File: src/rtl/dcsc_pkg.sv
package dcsc_pkg;

   // How the current sample leaves the predictor
   typedef enum logic [1:0] {
      KIND_UNARY    = 2'd0,
      KIND_SUPPRESS = 2'd1,
      KIND_ESCAPE   = 2'd2
   } code_kind_e;

endpackage

File: src/rtl/dcsc_predictor.sv
module dcsc_predictor
   import dcsc_pkg::*;
#(
   parameter int SAMPLE_W  = 12,
   parameter int CHANNELS  = 4,
   parameter int UNARY_MAX = 7,
   parameter int CH_W      = 2,
   parameter int SYM_W     = 3
) (
   input  logic                clk,
   input  logic                rst_n,
   input  logic                take,
   input  logic [SAMPLE_W-1:0] sample,
   input  logic [CH_W-1:0]     chan,
   input  logic                sof,
   input  logic                thr_en,
   input  logic [SAMPLE_W-1:0] thr_level,
   output code_kind_e          kind,
   output logic [SYM_W-1:0]    sym
);
   localparam int SLOTS = 1 << CH_W;
   localparam int DW    = SAMPLE_W + 1;
   localparam int FW    = DW + 1;

   logic [SAMPLE_W-1:0] prev_arr [SLOTS];
   logic [SLOTS-1:0]    seen_vec;
   logic [SAMPLE_W-1:0] prev_sel;
   logic                first;
   logic signed [DW-1:0] diff;
   logic [DW-1:0]       mag;
   logic [FW-1:0]       fold;

   initial begin : elab_chk
      if (UNARY_MAX < 1) $error("UNARY_MAX must be at least 1");
      if ((1 << SYM_W) <= UNARY_MAX) $error("SYM_W too narrow");
   end

   always_comb begin
      prev_sel = prev_arr[chan];
      first    = sof || !seen_vec[chan];
      diff     = $signed({1'b0, sample}) - $signed({1'b0, prev_sel});
      mag      = diff[DW-1] ? $unsigned(-diff) : $unsigned(diff);
      if (diff == '0)
         fold = '0;
      else if (diff[DW-1])
         fold = {mag, 1'b0};
      else
         fold = {mag, 1'b0} - FW'(1);
      sym  = '0;
      kind = KIND_UNARY;
      if (first)
         kind = KIND_ESCAPE;
      else if (thr_en && (mag <= {1'b0, thr_level}))
         kind = KIND_SUPPRESS;
      else if (fold >= FW'(UNARY_MAX))
         kind = KIND_ESCAPE;
      else
         sym = fold[SYM_W-1:0];
   end

   // One reference register and one seen flag per live channel slot
   for (genvar c = 0; c < SLOTS; c++) begin : g_slot
      if (c < CHANNELS) begin : g_live
         logic [SAMPLE_W-1:0] prev_q;
         logic                seen_q;
         logic                hit;
         assign hit = (chan == CH_W'(c));
         always_ff @(posedge clk or negedge rst_n) begin
            if (!rst_n) begin
               prev_q <= '0;
               seen_q <= 1'b0;
            end else if (take) begin
               if (sof)
                  seen_q <= hit;
               else if (hit)
                  seen_q <= 1'b1;
               if (hit && (kind != KIND_SUPPRESS))
                  prev_q <= sample;
            end
         end
         assign prev_arr[c] = prev_q;
         assign seen_vec[c] = seen_q;
      end else begin : g_idle
         assign prev_arr[c] = '0;
         assign seen_vec[c] = 1'b0;
      end
   end

endmodule

File: src/rtl/dcsc_coder.sv
module dcsc_coder
   import dcsc_pkg::*;
#(
   parameter int SAMPLE_W  = 12,
   parameter int UNARY_MAX = 7,
   parameter int SYM_W     = 3,
   parameter int CODE_W    = 19,
   parameter int LEN_W     = 5
) (
   input  code_kind_e          kind,
   input  logic [SYM_W-1:0]    sym,
   input  logic [SAMPLE_W-1:0] raw,
   output logic [CODE_W-1:0]   code,
   output logic [LEN_W-1:0]    len
);
   localparam logic [UNARY_MAX-1:0] ESC_MARK = '1;

   logic [CODE_W-1:0] unary_bits;

   initial begin : elab_chk
      if (CODE_W != UNARY_MAX + SAMPLE_W) $error("CODE_W mismatch");
      if ((1 << LEN_W) <= CODE_W) $error("LEN_W too narrow");
   end

   // k ones followed by a closing zero, right aligned
   always_comb begin
      for (int i = 0; i < CODE_W; i++)
         unary_bits[i] = (i >= 1) && (i <= int'(sym));
   end

   always_comb begin
      case (kind)
         KIND_ESCAPE: begin
            code = {ESC_MARK, raw};
            len  = LEN_W'(CODE_W);
         end
         KIND_SUPPRESS: begin
            code = '0;
            len  = LEN_W'(1);
         end
         default: begin
            code = unary_bits;
            len  = LEN_W'(sym) + LEN_W'(1);
         end
      endcase
   end

endmodule

File: src/rtl/dcsc_packer.sv
module dcsc_packer #(
   parameter int OUT_W  = 24,
   parameter int CODE_W = 19,
   parameter int LEN_W  = 5,
   parameter int CNT_W  = 6
) (
   input  logic              clk,
   input  logic              rst_n,
   input  logic              take,
   input  logic              last,
   input  logic [CODE_W-1:0] code,
   input  logic [LEN_W-1:0]  len,
   output logic              room,
   output logic              out_valid,
   input  logic              out_ready,
   output logic [OUT_W-1:0]  out_data,
   output logic [CNT_W-1:0]  fill,
   output logic              flushing
);
   localparam int ACC_W = OUT_W + CODE_W;
   localparam logic [CNT_W-1:0] ACC_N  = CNT_W'(ACC_W);
   localparam logic [CNT_W-1:0] WORD_N = CNT_W'(OUT_W);
   localparam logic [CNT_W-1:0] ROOM_N = CNT_W'(ACC_W - CODE_W);

   logic [ACC_W-1:0] acc_q, acc_d, acc_pop, placed;
   logic [CNT_W-1:0] cnt_q, cnt_d, cnt_pop, len_n, gap;
   logic             flush_q, flush_d, pop;

   initial begin : elab_chk
      if ((1 << CNT_W) <= ACC_W) $error("CNT_W too narrow");
      if (OUT_W < 1) $error("OUT_W must be positive");
   end

   assign out_valid = (cnt_q >= WORD_N) || (flush_q && (cnt_q != '0));
   assign out_data  = acc_q[ACC_W-1 -: OUT_W];
   assign room      = !flush_q && (cnt_q <= ROOM_N);
   assign pop       = out_valid && out_ready;
   assign fill      = cnt_q;
   assign flushing  = flush_q;

   always_comb begin
      len_n   = CNT_W'(len);
      acc_pop = pop ? (acc_q << OUT_W) : acc_q;
      cnt_pop = cnt_q;
      if (pop)
         cnt_pop = (cnt_q >= WORD_N) ? (cnt_q - WORD_N) : '0;
      gap     = ACC_N - cnt_pop - len_n;
      placed  = take ? (ACC_W'(code) << gap) : '0;
      acc_d   = acc_pop | placed;
      cnt_d   = take ? (cnt_pop + len_n) : cnt_pop;
      flush_d = flush_q;
      if (take && last)
         flush_d = 1'b1;
      else if (cnt_d == '0)
         flush_d = 1'b0;
   end

   always_ff @(posedge clk or negedge rst_n) begin
      if (!rst_n) begin
         acc_q   <= '0;
         cnt_q   <= '0;
         flush_q <= 1'b0;
      end else begin
         acc_q   <= acc_d;
         cnt_q   <= cnt_d;
         flush_q <= flush_d;
      end
   end

endmodule

File: src/rtl/dcsc_compressor.sv
module dcsc_compressor
   import dcsc_pkg::*;
#(
   parameter int SAMPLE_W  = 12,
   parameter int CHANNELS  = 4,
   parameter int UNARY_MAX = 7,
   parameter int OUT_W     = 24,
   localparam int CH_W     = (CHANNELS > 1) ? $clog2(CHANNELS) : 1
) (
   input  logic                clk,
   input  logic                rst_n,
   input  logic                in_valid,
   output logic                in_ready,
   input  logic [SAMPLE_W-1:0] in_sample,
   input  logic [CH_W-1:0]     in_chan,
   input  logic                in_sof,
   input  logic                in_last,
   input  logic                thr_en,
   input  logic [SAMPLE_W-1:0] thr_level,
   output logic                out_valid,
   input  logic                out_ready,
   output logic [OUT_W-1:0]    out_data
);
   localparam int SYM_W  = $clog2(UNARY_MAX + 1);
   localparam int CODE_W = UNARY_MAX + SAMPLE_W;
   localparam int LEN_W  = $clog2(CODE_W + 1);
   localparam int CNT_W  = $clog2(OUT_W + CODE_W + 1);

   code_kind_e          code_kind;
   logic [SYM_W-1:0]    code_sym;
   logic [CODE_W-1:0]   code_bits;
   logic [LEN_W-1:0]    code_len;
   logic [CNT_W-1:0]    fill_cnt;
   logic                flush_pend;
   logic                take;

   initial begin : elab_chk
      if (SAMPLE_W < 2) $error("SAMPLE_W must be at least 2");
      if (CHANNELS < 1) $error("CHANNELS must be positive");
   end

   assign take = in_valid && in_ready;

   dcsc_predictor #(
      .SAMPLE_W(SAMPLE_W), .CHANNELS(CHANNELS), .UNARY_MAX(UNARY_MAX),
      .CH_W(CH_W), .SYM_W(SYM_W)
   ) u_pred (
      .clk(clk), .rst_n(rst_n), .take(take), .sample(in_sample),
      .chan(in_chan), .sof(in_sof), .thr_en(thr_en), .thr_level(thr_level),
      .kind(code_kind), .sym(code_sym)
   );

   dcsc_coder #(
      .SAMPLE_W(SAMPLE_W), .UNARY_MAX(UNARY_MAX), .SYM_W(SYM_W),
      .CODE_W(CODE_W), .LEN_W(LEN_W)
   ) u_code (
      .kind(code_kind), .sym(code_sym), .raw(in_sample),
      .code(code_bits), .len(code_len)
   );

   dcsc_packer #(
      .OUT_W(OUT_W), .CODE_W(CODE_W), .LEN_W(LEN_W), .CNT_W(CNT_W)
   ) u_pack (
      .clk(clk), .rst_n(rst_n), .take(take), .last(in_last),
      .code(code_bits), .len(code_len), .room(in_ready),
      .out_valid(out_valid), .out_ready(out_ready), .out_data(out_data),
      .fill(fill_cnt), .flushing(flush_pend)
   );

endmodule

File: config.mk
export PLATFORM = sky130hd
export DESIGN_NAME = dcsc_compressor
export DESIGN_NICKNAME = d
export VERILOG_FILES = /design/src/rtl/dcsc_pkg.sv /design/src/rtl/dcsc_predictor.sv /design/src/rtl/dcsc_coder.sv /design/src/rtl/dcsc_packer.sv /design/src/rtl/dcsc_compressor.sv
export SDC_FILE = /design/constraint.sdc
export NUM_CORES = 1
export LEC_CHECK = 0
export ABC_AREA = 1
export ABC_CLOCK_PERIOD_IN_PS = 7500
export BUFFER_PORTS_ARGS = -buffer_cell sky130_fd_sc_hd__buf_4
export CAP_MARGIN = 0
export CELL_PAD_IN_SITES_DETAIL_PLACEMENT = 0
export CELL_PAD_IN_SITES_GLOBAL_PLACEMENT = 1
export CORE_MARGIN = 2
export CORE_UTILIZATION = 40
export DETAILED_ROUTE_END_ITERATION = 16
export PLACE_DENSITY = 0.82
export SYNTH_ARGS = -nofsm -noshare
export SYNTH_HDL_FRONTEND = slang
export SYNTH_SLANG_ARGS = --single-unit
File: constraint.sdc
create_clock -name clk -period 7.5 [get_ports clk]
set_clock_uncertainty 0.05 [all_clocks]
set_input_delay 1.125 -clock clk [delete_from_list [all_inputs] [get_ports clk]]
set_output_delay 1.125 -clock clk [all_outputs]
set_load 0.05 [all_outputs]
==> flow_metrics.env <==
export IMPL_synth_ff_type="dfrtp_1"
export IMPL_rsz0062_at_grt="yes"
export IMPL_gp_congestion=0.960
export IMPL_pre_cts_ws_ps=-772
export IMPL_slew_viol_final=0
export IMPL_ant_nets=0
export IMPL_drt_iter0_drc=542
export IMPL_synthCells=1216
export IMPL_portBuffers=58
export IMPL_clkTransAtPathRegs_ps=70
export IMPL_relSlewSlack_pct=27.8
export IMPL_min_period_over_period_pct=97.7
export IMPL_hold_path_class="flip-flop to flip-flop"
export IMPL_yosys_cell_types_count=51
export IMPL_crit_top_cell="nand2_1"
export IMPL_placed_area_um2=10200
export IMPL_grt_total_usage_pct=22.9
export IMPL_min_period_ps=7330
export IMPL_drt_total_wl_mm=25.9
export IMPL_dp_hpwl_mm=19.4
export IMPL_antenna_found_initial=0
export IMPL_viasPerCell=5.16
export IMPL_post_place_cells=1660
export IMPL_cts_path_max_buffers=2
export IMPL_worstPathMaxFanout=8
export IMPL_ys_ff_latch=102
export IMPL_grt_max_degree=60
export IMPL_layout_drive_gt1_share_pct=33.2
export IMPL_diodes=0
export IMPL_n_fill_cell=1978
export IMPL_required_ps=7720
export IMPL_die_y_um=148
export IMPL_async_flop_share_pct=100
export IMPL_crit_path_start_kind="primary input"
export IMPL_layout_common_cells="307 x nand2_1, 253 x buf_4, 133 x inv_1, 125 x nand3_1, 102 x dfrtp_1"
export IMPL_critPathSlowestCell="fa_2"
export IMPL_dieArea_um2=22000
export IMPL_setup_slack_ps=171
export IMPL_clkSinkCount=102
export IMPL_grt_pass1_vias=8098
export IMPL_multi_input_comb_area_um2=5520
export IMPL_hold_violations=0
export IMPL_via_count=8804
export IMPL_synth_edff_count=0
export IMPL_post_drt_wl_per_cell_um=15.2
export IMPL_synthToLayoutAreaGrowth_pct=38.6
export IMPL_placeableCoreArea_um2=20300
export IMPL_path_class="primary input to flip-flop"
export IMPL_overflow=0
export IMPL_ios=59
export IMPL_htree_num_levels=3
export IMPL_stdcell_area_um2=11500
export IMPL_yosys_warnings=0
export IMPL_final_common_cell="nand2_1"
export IMPL_worst_slew_pin_slew_ps=1080
export IMPL_final_cells=1707
export IMPL_syn_area_um2=8310
export IMPL_row_count=52
export IMPL_max_stage_delay_ps=400
export IMPL_cts_buffers=9
export IMPL_critPathCaptureType="flip-flop"
export IMPL_cts_tree="built"
export IMPL_drc=0
export IMPL_root_buffer="clkbuf_16"
export IMPL_avgSynthCellArea_um2=6.84
export IMPL_drv_cap=0
export IMPL_nets=1514
export IMPL_seq_area_frac_synth_pct=30.7
export IMPL_initial_core_util_pct=41.0
export IMPL_maxClockFrequency_ghz=0.136
export IMPL_setup_violations=0
export IMPL_seq_area_um2=2550
export IMPL_grt_pass1_wl_mm=40.8
export IMPL_dr_pass1_iters=5
export IMPL_die_w_um=148
export IMPL_status="complete, no violations"
export IMPL_cp_arrival_ps=7550
export IMPL_clk_latency_ps=360
through the flow:
step	hold slack (ps)	util [%]	TNS [ps]
2_1_floorplan	398	-	0
3_3_place_gp	415	50.2	-23640
3_5_place_dp	418	50.2	-28290
4_1_cts	434	52.1	0
5_1_grt	459	56.8	-8270
6_report	433	56.8	0
layout make-up:
type	instances	area share, %
Clock buffer	11	2.11
Clock inverter	5	0.564
Inverter	160	5.43
Multi-Input combinational cell	889	47.9
Sequential cell	102	22.1
Tap cell	270	2.93
Timing Repair Buffer	270	18.9
flip-flops by register name, indices dropped and copies added, names as in the netlist:
name / count
u_pack.acc_q: 43
u_pack.fill: 6
u_pred.g_slot.g_live.seen_q: 4
u_pack.flushing: 1
u_pred.g_slot.g_live.prev_q: 48
routing by layer:
layer | vias up | share of wire [%] | GRT usage, % | wire, µm
met2 | 244 | 46 | 35.5 | 11800
met1 | 4090 | 47 | 33.0 | 12200
met3 | 40 | 5.4 | 4.42 | 1410
met5 | - | 0 | 0 | 0
li1 | 4430 | - | - | -
met4 | 0 | 2.0 | 6.00 | 516
what timing repair did:
action / CTS / global route
pin swaps: 4 / 75
hold buffers: 0 / 0
endpoints found under the setup margin: 44 / 44
cloned: 0 / 3
resized for setup: 13 / 156
buffers inserted: 1 / 28
final timing paths:
kind / from / end / slack, ps / cells past startpoint
worst max-delay path: in_chan[1] / u_pack.acc_q[17] / 170 / 51
worst min-delay path: u_pack.acc_q[12] / u_pack.acc_q[12] / 430 / 2
worst max register to register: u_pred.g_slot[0].g_live.prev_q[0] / u_pack.acc_q[17] / 920 / 48
worst min register to register: u_pack.acc_q[12] / u_pack.acc_q[12] / 430 / 2
max in group asynchronous: rst_n / u_pack.acc_q[11] / 5520 / 2
min in group asynchronous: rst_n / u_pred.g_slot[3].g_live.prev_q[7] / 700 / 1
kinds of logic after synthesis:
group / synth area share, %
compound gates: 14.6
xor+xnor: 1.58
fa+ha+maj: 7.83
buf+inv: 11.7
flops: 30.7
mux: 0.241
other cells: 0.0451
simple gates: 33.3
synth_stat cells (6+ instances only):
library cell / instances / area share, %
nor2_1: 63 / 2.8
inv_1: 152 / 6.9
nand2_1: 325 / 15
xnor2_1: 6 / 0.63
xor2_1: 9 / 0.95
a21oi_1: 24 / 1.4
o211ai_1: 6 / 0.54
nand4_1: 25 / 1.9
a22oi_1: 7 / 0.63
nand2_2: 23 / 1.7
nand3_1: 140 / 8.4
a22o_1: 11 / 1.2
buf_4: 25 / 2.3
o22ai_1: 13 / 0.98
o21ai_0: 107 / 6.4
ha_1: 44 / 6.6
inv_2: 7 / 0.32
dfrtp_1: 102 / 31
a221oi_1: 12 / 1.3
clkbuf_1: 31 / 1.4
nand3_2: 13 / 1.6
nor2_2: 9 / 0.68
worst max-delay path, delay by kind of cell:
family                   cells  cell delay (ps)
AO/OA/AOI/OAI                3              490
adder cells (fa/ha/maj)      7             1970
buffers and inverters       12             1260
XOR/XNOR                     1              120
AND/OR/NAND/NOR             28             2570
Power is left out: the tool's default activity adds up to more than one toggle a clock period on the data nets, which glitch-free logic cannot reach.
